<file path="config.mk">
export PLATFORM = sky130hd
export DESIGN_NAME = irq_rate_gate
export DESIGN_NICKNAME = d
export VERILOG_FILES = /design/src/rtl/irq_rate_gate.sv
export SDC_FILE = /design/constraint.sdc
export NUM_CORES = 1
export LEC_CHECK = 0
export BUFFER_PORTS_ARGS = -buffer_cell sky130_fd_sc_hd__buf_2
export CAP_MARGIN = 10
export CELL_PAD_IN_SITES_DETAIL_PLACEMENT = 0
export CELL_PAD_IN_SITES_GLOBAL_PLACEMENT = 1
export CORE_MARGIN = 1.5
export CORE_UTILIZATION = 42
export CTS_BUF_LIST = sky130_fd_sc_hd__clkbuf_16
export DETAILED_ROUTE_END_ITERATION = 8
export PLACE_DENSITY_LB_ADDON = 0.05
export SLEW_MARGIN = 40
export SYNTH_ARGS = -nofsm -noshare
export SYNTH_HDL_FRONTEND = slang
export SYNTH_SLANG_ARGS = --single-unit
</file>
<file path="constraint.sdc">
create_clock -name clk -period 2.9 [get_ports clk]
set_input_delay 0.58 -clock clk [delete_from_list [all_inputs] [get_ports clk]]
set_output_delay 0.58 -clock clk [all_outputs]
set_load 0.02 [all_outputs]
</file>
<file path="src/rtl/irq_rate_gate.sv">
module irq_rate_gate #(
  parameter int SPACE_W  = 16,
  parameter int DROP_W   = 8,
  parameter int TICK_DIV = 4
) (
  input  logic               clk,
  input  logic               rst_n,
  input  logic               irq_raw,
  input  logic [SPACE_W-1:0] gap_reload,
  input  logic               sched_en,
  input  logic               prog_en,
  input  logic               drop_clr,
  output logic               irq_fwd,
  output logic [DROP_W-1:0]  drop_cnt
);

  localparam int PW = (TICK_DIV > 1) ? $clog2(TICK_DIV) : 1;
  localparam logic [PW-1:0] PRE_LAST = PW'(TICK_DIV - 1);
  localparam logic [DROP_W-1:0] DROP_MAX = '1;

  logic [2:0]         sync_q;
  logic [PW-1:0]      pre_cnt;
  logic [SPACE_W-1:0] gap_cnt;

  wire req   = sync_q[1] & ~sync_q[2];
  wire tick  = (pre_cnt == PRE_LAST);
  wire pass  = (gap_cnt == '0) & sched_en & prog_en;

  always_ff @(posedge clk or negedge rst_n)
    if (!rst_n) sync_q <= '0;
    else        sync_q <= {sync_q[1:0], irq_raw};

  always_ff @(posedge clk or negedge rst_n)
    if (!rst_n)    pre_cnt <= '0;
    else if (tick) pre_cnt <= '0;
    else           pre_cnt <= pre_cnt + 1'b1;

  always_ff @(posedge clk or negedge rst_n)
    if (!rst_n)                       gap_cnt <= '0;
    else if (req && pass)             gap_cnt <= gap_reload;
    else if (tick && gap_cnt != '0)   gap_cnt <= gap_cnt - 1'b1;

  always_ff @(posedge clk or negedge rst_n)
    if (!rst_n) irq_fwd <= 1'b0;
    else        irq_fwd <= req & pass;

  always_ff @(posedge clk or negedge rst_n)
    if (!rst_n)                                  drop_cnt <= '0;
    else if (drop_clr)                           drop_cnt <= '0;
    else if (req && !pass && drop_cnt != DROP_MAX) drop_cnt <= drop_cnt + 1'b1;

  a_r2_single_pulse: assert property (@(posedge clk) disable iff (!rst_n)
    irq_fwd |=> !irq_fwd);

  a_r3_reload_on_fwd: assert property (@(posedge clk) disable iff (!rst_n)
    irq_fwd |-> gap_cnt == $past(gap_reload));

  a_r3_window_blocks: assert property (@(posedge clk) disable iff (!rst_n)
    (gap_cnt != '0) |=> !irq_fwd);

  a_r6_both_enables: assert property (@(posedge clk) disable iff (!rst_n)
    irq_fwd |-> $past(sched_en && prog_en));

  a_r7_saturate: assert property (@(posedge clk) disable iff (!rst_n)
    (drop_cnt == DROP_MAX && !drop_clr) |=> drop_cnt == DROP_MAX);

  a_r8_clear: assert property (@(posedge clk) disable iff (!rst_n)
    drop_clr |=> drop_cnt == '0);

endmodule

</file>
==> flow_metrics.env <==
export IMPL_status="complete, no violations"
export IMPL_clock_path_buffers=2
export IMPL_synth_edf_count=0
export IMPL_ys_top_cells_by_area="dfrtp_1 (46%), nand2_1 (5.0%), nor2_1 (3.4%)"
export IMPL_drt_met1_wl_um=1790
export IMPL_root_buffer="clkbuf_16"
export IMPL_relSlewSlack_pct=56.1
export IMPL_htree_levels=2
export IMPL_cts_hold_fix_buffers=0
export IMPL_grt_max_degree=31
export IMPL_hold_class="input pin to asynchronous set/reset pin"
export IMPL_post_cts_resized=0
export IMPL_final_max_slew_viol_count=0
export IMPL_dp_hpwl_um=2680
export IMPL_synthTopCellsByCount="dfrtp_1 (30), nand2_1 (22), nor2_1 (15)"
export IMPL_antenna_cells=0
export IMPL_drc_errors=0
export IMPL_syn2layout_area_growth_pct=20.0
export IMPL_max_cap_violations=0
export IMPL_grt_pass1_vias=1375
export IMPL_wire_per_inst_um=14.4
export IMPL_grt_remaining_overflow=0
export IMPL_pin_count=31
export IMPL_nFillCells=373
export IMPL_ant_nets=0
export IMPL_criticalPathCategory="flop to flop"
export IMPL_cpLargestDelayFamily="simple AND/OR/NAND/NOR gates"
export IMPL_finalWorstSetupSlack_ns=0.523
export IMPL_rows=22
export IMPL_antenna_found_initial=0
export IMPL_fmax_mhz=421
export IMPL_clock_skew_ns=0.00327
export IMPL_cp_slowest_cell="or4_4"
export IMPL_synthDistinctLibCells=48
export IMPL_met2_wirelength_um=1590
export IMPL_worstMarginPinSlew_ns=0.659
export IMPL_async_reset_ff_share_pct=100
export IMPL_crit_fanout=15
export IMPL_netlist_area_sq_um=1640
export IMPL_syn_inst=170
export IMPL_synth_largest_area_cell="dfrtp_1"
export IMPL_cts_tree="built"
export IMPL_synthesis_nets=196
export IMPL_highest_layer="met4"
export IMPL_grt_setup_unrepaired="false"
export IMPL_tns_ns=0
export IMPL_wl_met3_um=167
export IMPL_worstPathArrival_ns=2.55
export IMPL_syn_avg_cell_area_sq_um=9.66
export IMPL_die_area_sq_um=4300
export IMPL_grt_use_total_pct=19.7
export IMPL_dieWidth_um=65.5
export IMPL_critical_path_buf_inv_count=2
export IMPL_place_ws_ns=0.566
export IMPL_post_cts_buffers=0
export IMPL_hold_viol_final=0
export IMPL_slowest_delay_ns=0.59
export IMPL_required_ns=3.07
export IMPL_cts_sinks=30
export IMPL_end_kind="flop"
export IMPL_numCtsBuffers=5
export IMPL_fin_crit_sh_pct=82.0
export IMPL_path_clk_slew_ns=0.05
export IMPL_drt_initial_drc_count=79
export IMPL_wirelength_um=3630
export IMPL_yosysWarnings=0
export IMPL_start_util_pct=44.2
export IMPL_die_h_um=65.5
export IMPL_gp_congestion=0.777
export IMPL_grt_pass1_wl_um=6340
export IMPL_vias=1368
export IMPL_power_density_nw_per_um2=506
export IMPL_fin_nets=230
export IMPL_worst_setup_path_start_kind="flop"
export IMPL_synth_most_common_cell="dfrtp_1"
export IMPL_synthFlopType="dfrtp_1"
export IMPL_synth_top_area_share_pct=45.7
export IMPL_final_setup_viol_count=0
export IMPL_via_per_inst=5.41
export IMPL_portBuffers=30
export IMPL_clk_latency_ns=0.27
export IMPL_drt_first_pass_iters=4
export IMPL_crit_chain="inv_1 -> ha_1 -> nor4b_4 -> nand2_1 -> or4_4 -> clkinv_2 -> nor3_1 -> a211oi_1"
export IMPL_fin_crit_ns=2.38
export IMPL_core_area_sq_um=3720
export IMPL_power_leakage_nw=0.836
export IMPL_layout_drive_gt1_share_pct=22.9
export IMPL_ir_drop_v=0.000271
export IMPL_ys_ff_latch=30
export IMPL_ys_seq_area_share_pct=45.7
## through the flow
stage	cell area [sq um]	utilization [%]	hold slack, ns	std cells	power (mW)
finish	1970	53.0	0.337	253	0.998
global route	1970	53.0	0.364	253	1.04
floorplan	1640	-	0.284	170	0.492
CTS	1970	53.0	0.362	253	1.01
global placement	1830	49.3	0.343	245	0.525
detailed placement	1830	49.3	0.336	245	0.527
## cell families after synthesis
family,after synthesis,share of synthesized area (%)
adders and majority gates,4,3.05
AOI/OAI and AO/OA,30,11.4
buffers and inverters,12,3.58
xor gates and xnor gates,6,3.20
and+or+nand+nor,84,30.5
DFF,30,45.7
muxes,4,2.59
## cell usage in the layout, fill, tap and decap left out, types with 2 or more instances in the layout
cell / netlist / layout
dfrtp_1: 30 / 30
buf_2: 1 / 30
nand2_1: 22 / 22
nor2_1: 15 / 15
a21oi_1: 11 / 11
inv_1: 7 / 8
nand3_1: 7 / 7
xor2_1: 5 / 5
nor3_1: 5 / 5
o21ai_0: 5 / 5
or3_1: 5 / 5
clkbuf_16: 0 / 5
ha_1: 4 / 4
nand4_1: 3 / 3
a211oi_1: 3 / 3
nor4_1: 3 / 3
nor3_4: 2 / 2
clkinv_2: 1 / 2
nor3b_1: 2 / 2
a41oi_1: 2 / 2
nand3b_1: 2 / 2
and2_1: 2 / 2
or4_1: 2 / 2
and3_1: 2 / 2
and4_1: 2 / 2
o31ai_1: 2 / 2
mux2_2: 2 / 2
mux2i_1: 2 / 2
## power breakdown
part	internal, mW	switching [mW]
logic	0.0279	0.0333
registers	0.436	0.0226
clock network	0.309	0.169
## area by class of cell
| cell class | instances | area [sq um] | area share, % |
|---|---|---|---|
| Clock buffer | 5 | 125 | 6.35 |
| Clock inverter | 3 | 12.5 | 0.635 |
| Inverter | 8 | 31.3 | 1.59 |
| Multi-Input combinational cell | 128 | 833 | 42.3 |
| Sequential cell | 30 | 751 | 38.1 |
| Tap cell | 48 | 60.1 | 3.05 |
| Timing Repair Buffer | 31 | 158 | 8.00 |
## final timing paths
path / startpoint / to / slack (ns) / cells after the start
worst min-delay path: rst_n / drop_cnt[4] / 0.34 / 1
worst max register to register: gap_cnt[0] / gap_cnt[7] / 0.52 / 8
min in group clk: sync_q[0] / sync_q[1] / 0.36 / 0
worst max-delay path: gap_cnt[0] / gap_cnt[7] / 0.52 / 8
max in group asynchronous: rst_n / gap_cnt[3] / 2.13 / 1
worst min register to register: sync_q[0] / sync_q[1] / 0.36 / 0
## routing by layer
metal | vias to the layer above | GRT usage (%)
li1 | 680 | -
met3 | 9 | 4.45
met2 | 29 | 29.5
met4 | 0 | 9.64
met1 | 650 | 26.7
met5 | - | 0
## worst reg2reg max path, cell delays in order, from the launching register on
cell,delay (ns)
dfrtp_1,0.40
inv_1,0.09
ha_1,0.18
nor4b_4,0.29
nand2_1,0.19
or4_4,0.59
clkinv_2,0.22
nor3_1,0.10
a211oi_1,0.22
## state kept, by name, indices dropped and copies added (netlist names)
signal / flops
sync_q: 3
drop_cnt: 8
gap_cnt: 16
pre_cnt: 2
irq_fwd: 1
No activity file was read; power rests on OpenSTA's default activity.
